### config.mk
export PLATFORM = sky130hd
export DESIGN_NAME = tdm_slot_chain
export DESIGN_NICKNAME = d
export VERILOG_FILES = /design/src/rtl/tdm_chain_pkg.sv /design/src/rtl/slot_ctrl.sv /design/src/rtl/slot_reg.sv /design/src/rtl/slot_stage.sv /design/src/rtl/tdm_slot_chain.sv
export SDC_FILE = /design/constraint.sdc
export NUM_CORES = 1
export LEC_CHECK = 0
export CELL_PAD_IN_SITES_DETAIL_PLACEMENT = 0
export CELL_PAD_IN_SITES_GLOBAL_PLACEMENT = 1
export CORE_MARGIN = 5
export CORE_UTILIZATION = 42
export CTS_CLUSTER_DIAMETER = 50
export CTS_CLUSTER_SIZE = 28
export DETAILED_ROUTE_END_ITERATION = 7
export PLACE_DENSITY = 0.88
export REMOVE_ABC_BUFFERS = 1
export SYNTH_ARGS = -nofsm -noshare
export SYNTH_HDL_FRONTEND = slang
export SYNTH_SLANG_ARGS = --single-unit
export TNS_END_PERCENT = 5
### constraint.sdc
create_clock -name clk -period 2.7 [get_ports clk]
set_input_delay 0.675 -clock clk [delete_from_list [all_inputs] [get_ports clk]]
set_output_delay 0.675 -clock clk [all_outputs]
set_load 0.1 [all_outputs]
### src/rtl/tdm_chain_pkg.sv
`timescale 1ns/1ps
package tdm_chain_pkg;

  // Per-edge action of one stage's slot register
  typedef enum logic [1:0] {
    OP_CLEAR = 2'd0,
    OP_LOAD  = 2'd1,
    OP_SHIFT = 2'd2
  } slot_op_e;

  // Samples packed into one slot word (left, then right)
  localparam int SAMPLES_PER_WORD = 2;

  // Priority: reset, then frame-sync load, then shift
  function automatic slot_op_e pick_op(input logic rst, input logic fsync);
    if (rst)        return OP_CLEAR;
    else if (fsync) return OP_LOAD;
    else            return OP_SHIFT;
  endfunction

  // Width of one stage's slot word
  function automatic int word_bits(input int sample_w);
    return SAMPLES_PER_WORD * sample_w;
  endfunction

  // Length of the TDM frame produced by a chain of stages
  function automatic int frame_bits(input int stages, input int sample_w);
    return stages * word_bits(sample_w);
  endfunction

endpackage

### src/rtl/slot_ctrl.sv
`timescale 1ns/1ps
module slot_ctrl
  import tdm_chain_pkg::*;
(
  input  logic     rst,
  input  logic     fsync,
  output slot_op_e op,
  output logic     clr_evt,
  output logic     load_evt,
  output logic     shift_evt
);

  always_comb begin
    op        = pick_op(rst, fsync);
    clr_evt   = (op == OP_CLEAR);
    load_evt  = (op == OP_LOAD);
    shift_evt = (op == OP_SHIFT);
  end

endmodule

### src/rtl/slot_reg.sv
`timescale 1ns/1ps
module slot_reg #(
  parameter int WORD_W = 64
) (
  input  logic              clk,
  input  logic              rst,
  input  logic              clr_evt,
  input  logic              load_evt,
  input  logic              shift_evt,
  input  logic [WORD_W-1:0] par_d,
  input  logic              ser_i,
  output logic              ser_o
);

  logic [WORD_W-1:0] word_q;

  always_ff @(posedge clk) begin
    if (clr_evt)        word_q <= '0;
    else if (load_evt)  word_q <= par_d;
    else if (shift_evt) word_q <= {word_q[WORD_W-2:0], ser_i};
  end

  assign ser_o = word_q[WORD_W-1];


  reset_clear_chk: assert property (@(posedge clk) disable iff (rst)
    $fell(rst) |-> (word_q == '0));


  load_capture_chk: assert property (@(posedge clk) disable iff (rst)
    load_evt |=> (word_q == $past(par_d)));


  shift_lsb_chk: assert property (@(posedge clk) disable iff (rst)
    shift_evt |=> (word_q[0] == $past(ser_i)));


  shift_out_chk: assert property (@(posedge clk) disable iff (rst)
    shift_evt |=> (ser_o == $past(word_q[WORD_W-2])));

endmodule

### src/rtl/slot_stage.sv
`timescale 1ns/1ps
module slot_stage
  import tdm_chain_pkg::*;
#(
  parameter int SAMPLE_W = 32
) (
  input  logic                clk,
  input  logic                rst,
  input  logic                fsync,
  input  logic [SAMPLE_W-1:0] left_d,
  input  logic [SAMPLE_W-1:0] right_d,
  input  logic                ser_i,
  output logic                ser_o
);

  localparam int WORD_W = word_bits(SAMPLE_W);

  // Left sample in the upper half, right sample in the lower half
  function automatic logic [WORD_W-1:0] pack_pair(
    input logic [SAMPLE_W-1:0] l,
    input logic [SAMPLE_W-1:0] r
  );
    return {l, r};
  endfunction

  slot_op_e          op;
  logic              clr_evt;
  logic              load_evt;
  logic              shift_evt;
  logic [WORD_W-1:0] pair_word;

  assign pair_word = pack_pair(left_d, right_d);

  slot_ctrl u_ctrl (
    .rst       (rst),
    .fsync     (fsync),
    .op        (op),
    .clr_evt   (clr_evt),
    .load_evt  (load_evt),
    .shift_evt (shift_evt)
  );

  slot_reg #(.WORD_W(WORD_W)) u_reg (
    .clk       (clk),
    .rst       (rst),
    .clr_evt   (clr_evt),
    .load_evt  (load_evt),
    .shift_evt (shift_evt),
    .par_d     (pair_word),
    .ser_i     (ser_i),
    .ser_o     (ser_o)
  );


  reset_priority_chk: assert property (@(posedge clk)
    rst |-> (op == OP_CLEAR && !load_evt));


  load_priority_chk: assert property (@(posedge clk) disable iff (rst)
    fsync |=> (ser_o == $past(left_d[SAMPLE_W-1])));

endmodule

### src/rtl/tdm_slot_chain.sv
`timescale 1ns/1ps
module tdm_slot_chain
  import tdm_chain_pkg::*;
#(
  parameter int STAGES   = 4,
  parameter int SAMPLE_W = 32
) (
  input  logic                         clk,
  input  logic                         rst,
  input  logic                         fsync,
  input  logic                         chain_in,
  input  logic [STAGES*SAMPLE_W-1:0]   left_in,
  input  logic [STAGES*SAMPLE_W-1:0]   right_in,
  output logic                         chain_out
);

  // link[0] is the far end, link[STAGES] faces the host
  logic [STAGES:0] link;

  assign link[0]   = chain_in;
  assign chain_out = link[STAGES];

  for (genvar s = 0; s < STAGES; s++) begin : g_stage
    slot_stage #(.SAMPLE_W(SAMPLE_W)) u_stage (
      .clk     (clk),
      .rst     (rst),
      .fsync   (fsync),
      .left_d  (left_in[s*SAMPLE_W +: SAMPLE_W]),
      .right_d (right_in[s*SAMPLE_W +: SAMPLE_W]),
      .ser_i   (link[s]),
      .ser_o   (link[s+1])
    );
  end


  head_bit_chk: assert property (@(posedge clk) disable iff (rst)
    fsync |=> (chain_out == $past(left_in[STAGES*SAMPLE_W-1])));

endmodule

==> impl_results.md, run 1 <==
- # setup viols final: 0
- Final period utilization: 74.8%
- First-pass GRT wire length: 60700 um
- Synth top cells by count: dfxtp_1, inv_1, o21bai_1
- DRT Pass-1 Iters: 4
- Post-Synthesis Cells: 1481
- Routed Wire Length: 37600 um
- # rows: 69
- Worst path arrival time: 2.36 ns
- Yosys top cell area share: 34.1%
- Number of flops mapped to enable cells by yosys: 0
- Port buffer count: 260
- Largest register FFs: 256
- Clk slew on worst S/H paths: 0.06 ns
- Power Density: 595 nW/um^2
- Syn avg cell area: 10.1 um^2
- Starting Density: 42.4%
- Least-Margin Pin Slew: 0.960 ns
- Sequential fraction of the synthesis area: 34.1%
- Die area: 39600 um^2
- CTS Root Cell: clkbuf_16
- Status: complete, no violations
- Biggest regs: g_stage.u_stage.u_reg.word_q (256)
- Non-filler cells, final: 2101
- Placed wire-length estimate: 22600 um
- Max-slew violations: 0
- #FFs+latches synth: 256
- Worst hold stages: 2
- Final Hold Vio Count: 0
- Number of buffers created by CTS: 34
- Worst setup EP type: flop
- Delay-heaviest family, CP: simple AND/OR/NAND/NOR gates
- Post-CTS resize count: 0
- Hold_ws: 0.461 ns
- Total gr overflow: 0
- Mapped Area: 15000 um^2
- Share of post-route cells with drive strength above 1: 15.6%
- Clock Latency Late Sink: 0.50 ns
- Vias: 11700
- Ys flop type: dfxtp_1
- Initial antenna violation count: 2
- Cts hold-fix bufs: 0
- Min-delay worst type: flop to flop
- Vias per cell: 5.59
- Tmin final: 2.02 ns
- I/O pin count: 261
- Largest Register: g_stage.u_stage.u_reg.word_q
- Critical path depth in cells: 7
- Vias in the first global route: 11600
- Max_cap viols: 0
- Startpoint types: input pin
- FMAX: 495 MHz
- R2r worst-path depth: 2
- Ys async rst share: 0%
- DR iter-0 viols: 630
- Library cells used by synthesis: 14
- Multi-input logic area: 7990 um^2
- Die height: 199 um
- Yosys warnings: 0
- Global-route usage over all layers: 18.0%
- Crit Path Max Fanout: 28
- # Post-CTS Setup Buffers: 0
- RSZ-0062 raised after global routing: false
- CTS tree: built
- Reg-to-reg setup timing slack: 1.86 ns
- Placer Congestion: 0.726
- Slew headroom: 36.0%
- CORE AREA: 35400 um^2
- Die width: 199 um
- Sequential cell area: 5120 um^2
- DP Cell Count: 2041
- Clock Skew: 0.0119 ns
- Peak supply drop: 0.000546 V
- DR WL/cell: 17.9 um
- Top post-synthesis cells by area: dfxtp_1, a311oi_2, o21bai_1
- CP required: 3.04 ns
- Final nets: 1877
- Area leader, netlist: dfxtp_1
- Remaining antenna violation count: 0
- Pin count of the biggest net entering global routing: 257
- Max H-tree Level: 2
- # DRC: 0
- Diode count: 0
- Lkg Pwr: 7.24 nW
- Critical setup path kind: input pin to flop
- Clock Sinks: 256
- WP buf/inv: 3
- Area growth from synthesis to layout: 25.9%
- CP max stage cell: nor4bb_1
- CP Cell Sequence: buf_6 -> or2_2 -> ha_4 -> buf_12 -> buf_4 -> nor4bb_1 -> a311oi_2
- Max incr delay on CP: 0.37 ns
- Fill count: 3089
- Clock Tree Buf Depth: 3
placed cells by master, fill, tap and decap left out:
master	instances
clkbuf_8	2
buf_4	20
clkinv_4	4
a311oi_2	154
buf_12	18
clkbuf_16	35
bufinv_16	4
inv_1	256
inv_8	1
clkinvlp_4	1
a311oi_1	102
or2_2	1
nor4bb_1	156
and4bb_1	100
inv_6	4
clkbuf_1	1
o21bai_1	256
buf_6	2
nand2b_4	1
ha_4	1
clkdlybuf4s50_1	257
clkinv_2	8
dfxtp_1	256
cell type report:
class | count | share of cell area (%)
repair buffers | 297 | 16.4
well taps | 461 | 3.05
clock inverters | 22 | 1.32
multi-input cells | 771 | 42.2
flip-flops and latches | 256 | 27.1
clock buffers | 38 | 4.80
inverters | 256 | 5.08
worst register-to-register path: cells and delay by family (launching register included):
| family | cells | cell delay [ns] |
|---|---|---|
| flip-flops | 1 | 0.35 |
| buffers and inverters | 1 | 0.05 |
| AO/OA/AOI/OAI | 1 | 0.33 |
stage by stage:
| step | util (%) | power, mW | setup WS, ns | TNS, ns | area [um^2] |
|---|---|---|---|---|---|
| after floorplan | - | 6.06 | -18.67 | -4727.06 | 14100 |
| after global placement | 50.2 | 6.67 | 0.199 | 0 | 17800 |
| after detailed placement | 50.2 | 6.72 | 0.190 | 0 | 17800 |
| after CTS | 53.4 | 11.4 | 0.715 | 0 | 18900 |
| after global routing | 53.4 | 11.8 | 0.601 | 0 | 18900 |
| final | 53.4 | 11.3 | 0.681 | 0 | 18900 |
routing by layer:
layer	track usage (%)	wire length (um)
met1	26.2	18300
met2	27.7	16600
met3	3.49	2100
met4	3.88	652
met5	0	13
logic make-up after synthesis:
family	count (synthesis)	share of synthesized area (%)
AOI/OAI and AO/OA	512	34.1
buffers and inverters	454	12.8
and+or+nand+nor	258	18.8
DFF	256	34.1
adders and majority gates	1	0.0833
worst paths after layout:
kind,start,endpoint
setup / recovery,fsync,g_stage[3].u_stage.u_reg.word_q[62]
hold / removal,g_stage[3].u_stage.u_reg.word_q[9],g_stage[3].u_stage.u_reg.word_q[10]
hold reg to reg,g_stage[3].u_stage.u_reg.word_q[9],g_stage[3].u_stage.u_reg.word_q[10]
setup reg to reg,g_stage[2].u_stage.u_reg.word_q[25],g_stage[2].u_stage.u_reg.word_q[26]
report_power, final:
group          internal (mW)  switching [mW]
Combinational           1.15            1.12
Sequential              4.18           0.198
Clock                   2.84            1.77
Total                   8.16            3.09
Note: power is estimated with default switching activity, not from simulation.
==> run 2: changes to the inputs <==
==> constraint.sdc (replaced) <==
create_clock -name clk -period 1.99 [get_ports clk]
set_input_delay 0.4975 -clock clk [delete_from_list [all_inputs] [get_ports clk]]
set_output_delay 0.4975 -clock clk [all_outputs]
set_load 0.1 [all_outputs]
==> run 2 against run 1 <==
  * Clock skew fell by 0.00067 ns
  * First-iteration DRC count is 9.2% higher
  * Utilization is 1.2 points higher
  * Total power up 38%
  * Combinational power grew 43%
  * Final area rose by 2.3%
  * Via count grew 2.9%
  * Critical path depth grew 1
  * Highest routed layer unchanged
  * Critical path type unchanged
  * Die area did not move
  * Wire length grew 2.2%
  * Sequential share of layout area fell by 0.60 points
==> impl_results.md, run 2 (synthesis gave the netlist of run 1 again) <==
- CTS tree: built
- Power Density: 802 nW/um^2
- Vias in the first global route: 11900
- Remaining antenna violation count: 0
- Reg-to-reg setup timing slack: 1.20 ns
- Placed Instance Area: 18100 um^2
- CP max stage cell: or2_2
- Internal power: 11.3 mW
- # setup viols final: 0
- Vias per cell: 5.61
- First-pass GRT wire length: 61400 um
- Max H-tree Level: 2
- Clock Sinks: 256
- Multi-input logic area: 7990 um^2
- Worst path arrival time: 2.19 ns
- Post-CTS resize count: 0
- Leading cell type in the layout, fill and taps excluded: clkdlybuf4s50_1
- RSZ-0062 raised after global routing: false
- DR WL/cell: 17.8 um
- CTS Root Cell: clkbuf_16
- Slew headroom: 35.3%
- Most frequent cells in the layout: clkdlybuf4s50_1, inv_1, o21bai_1, dfxtp_1, nor4bb_1
- Initial antenna violation count: 3
- Delay-heaviest family, CP: buffers and inverters
- Area growth from synthesis to layout: 28.8%
- Pin count of the biggest net entering global routing: 257
- Max incr delay on CP: 0.33 ns
- Clock Tree Buf Depth: 3
- Startpoint types: input pin
- Port buffer count: 260
- Biggest regs: g_stage.u_stage.u_reg.word_q (256)
- I/O pin count: 261
- Fin Setup TNS: 0 ns
- Starting Density: 42.4%
- Die area: 39600 um^2
- Max_cap viols: 0
- Reg2reg end: g_stage[2].u_stage.u_reg.word_q[50]
- Largest register FFs: 256
- Min-delay src: g_stage[2].u_stage.u_reg.word_q[23]
- Sw frac: 27.4%
- NetSw: 4.25 mW
- Placed wire-length estimate: 23800 um
- Die width: 199 um
- Routed Wire Length: 38400 um
- Sequential cell area: 5120 um^2
- Clock Skew: 0.0112 ns
- # Post-CTS Setup Buffers: 0
- Final period utilization: 89.9%
- Setup WS pre-CTS: -0.311 ns
- Fill count: 3105
- Number of buffers created by CTS: 36
- Final Instance Area: 19300 um^2
- Die height: 199 um
- Cts hold-fix bufs: 0
- Tmin final: 1.79 ns
- Least-Margin Pin Slew: 0.970 ns
- Global-route usage over all layers: 18.2%
- Share of post-route cells with drive strength above 1: 18.1%
- Worst Setup Slack, final: 0.201 ns
- # rows: 69
- R2r worst-path depth: 2
- CP Cell Sequence: buf_6 -> or2_2 -> ha_4 -> buf_12 -> buf_12 -> buf_4 -> and4bb_1 -> a311oi_1
- Vias: 12100
- WP buf/inv: 4
- Clock Latency Late Sink: 0.51 ns
- Combinational share of power: 20.9%
- Final nets: 1930
- Worst hold stages: 2
- CP required: 2.39 ns
- Peak supply drop: 0.000734 V
- DR iter-0 viols: 688
- Clk slew on worst S/H paths: 0.06 ns
- Largest Register: g_stage.u_stage.u_reg.word_q
- Placer Congestion: 0.744
- Status: complete, no violations
- DRT Pass-1 Iters: 4
- FMAX: 559 MHz
- Hold_ws: 0.460 ns
- Max-slew violations: 0
- Final Hold Vio Count: 0
- # DRC: 0
- Lkg Pwr: 7.48 nW
- Reg2Reg Launch Point: g_stage[2].u_stage.u_reg.word_q[49]
- CP most frequent cell: buf_12
- Min-delay worst type: flop to flop
- CORE AREA: 35400 um^2
- Total gr overflow: 0
- Worst setup EP type: flop
- Seq pwr share: 38.3%
- Worst Hold End: g_stage[2].u_stage.u_reg.word_q[24]
- Share of power burned in the clock network: 40.8%
- Crit Path Max Fanout: 27
- Critical Path Start: fsync
- Critical setup path kind: input pin to flop
-- run 2: changes by cell type in the layout (fill, tap and decap cells not counted), moves of 2 or more --
cell / before / now
buf_4: 20 / 70
clkinv_2: 8 / 2
clkinvlp_4: 1 / 7
clkbuf_8: 2 / 6
clkbuf_1: 1 / 4
bufinv_16: 4 / 2
clkbuf_16: 35 / 37
clkinv_4: 4 / 2
-- run 2: how the worst max path moves through the flow --
stage | end | slack [ns] | cells past startpoint
detailed placement | g_stage[2].u_stage.u_reg.word_q[12] | -0.31 | 8
floorplan | g_stage[1].u_stage.u_reg.word_q[29] | -19.20 | 4
CTS | g_stage[0].u_stage.u_reg.word_q[57] | 0.23 | 7
global route | g_stage[2].u_stage.u_reg.word_q[12] | 0.16 | 8
finish | g_stage[2].u_stage.u_reg.word_q[12] | 0.20 | 8
global placement | g_stage[1].u_stage.u_reg.word_q[63] | -0.25 | 7
-- run 2: per-layer routing --
layer  wire length, um  vias to the layer above  global-route usage [%]  share of wire [%]
li1                  -                     6000                       -                  -
met1             18400                     5775                    26.4                 48
met2             17100                      261                    28.2                 45
met3              2280                       48                    3.74                5.9
met4               578                        4                    3.72                1.5
met5                27                        -                       0              0.070
-- run 2: tightest hold or removal path, stage by stage (launching register included) --
cell      delay (ns)
dfxtp_1         0.30
inv_1           0.04
a311oi_1        0.07
-- run 2: final cells by class --
class	count	share of cell area [%]
inverters	256	4.97
flip-flops and latches	256	26.5
clock buffers	47	5.29
repair buffers	348	18.1
multi-input cells	771	41.3
clock inverters	16	0.860
well taps	461	2.98
diodes	1	0.0129
-- run 2: power by group through the flow --
| stage | clock network [mW] | registers [mW] | logic (mW) |
|---|---|---|---|
| floorplan | 0 | 5.98 | 2.10 |
| global placement | 0 | 6.03 | 3.16 |
| detailed placement | 0 | 6.05 | 3.23 |
| CTS | 6.49 | 5.94 | 3.26 |
| global route | 6.73 | 6.01 | 3.52 |
| finish | 6.34 | 5.94 | 3.24 |
-- run 2: through the flow --
step,power [mW],utilization [%],std cells
after floorplan,8.07,-,1283
after global placement,9.19,51.3,2092
after detailed placement,9.28,51.3,2092
after CTS,15.7,54.6,2155
after global routing,16.3,54.6,2155
final,15.5,54.6,2156
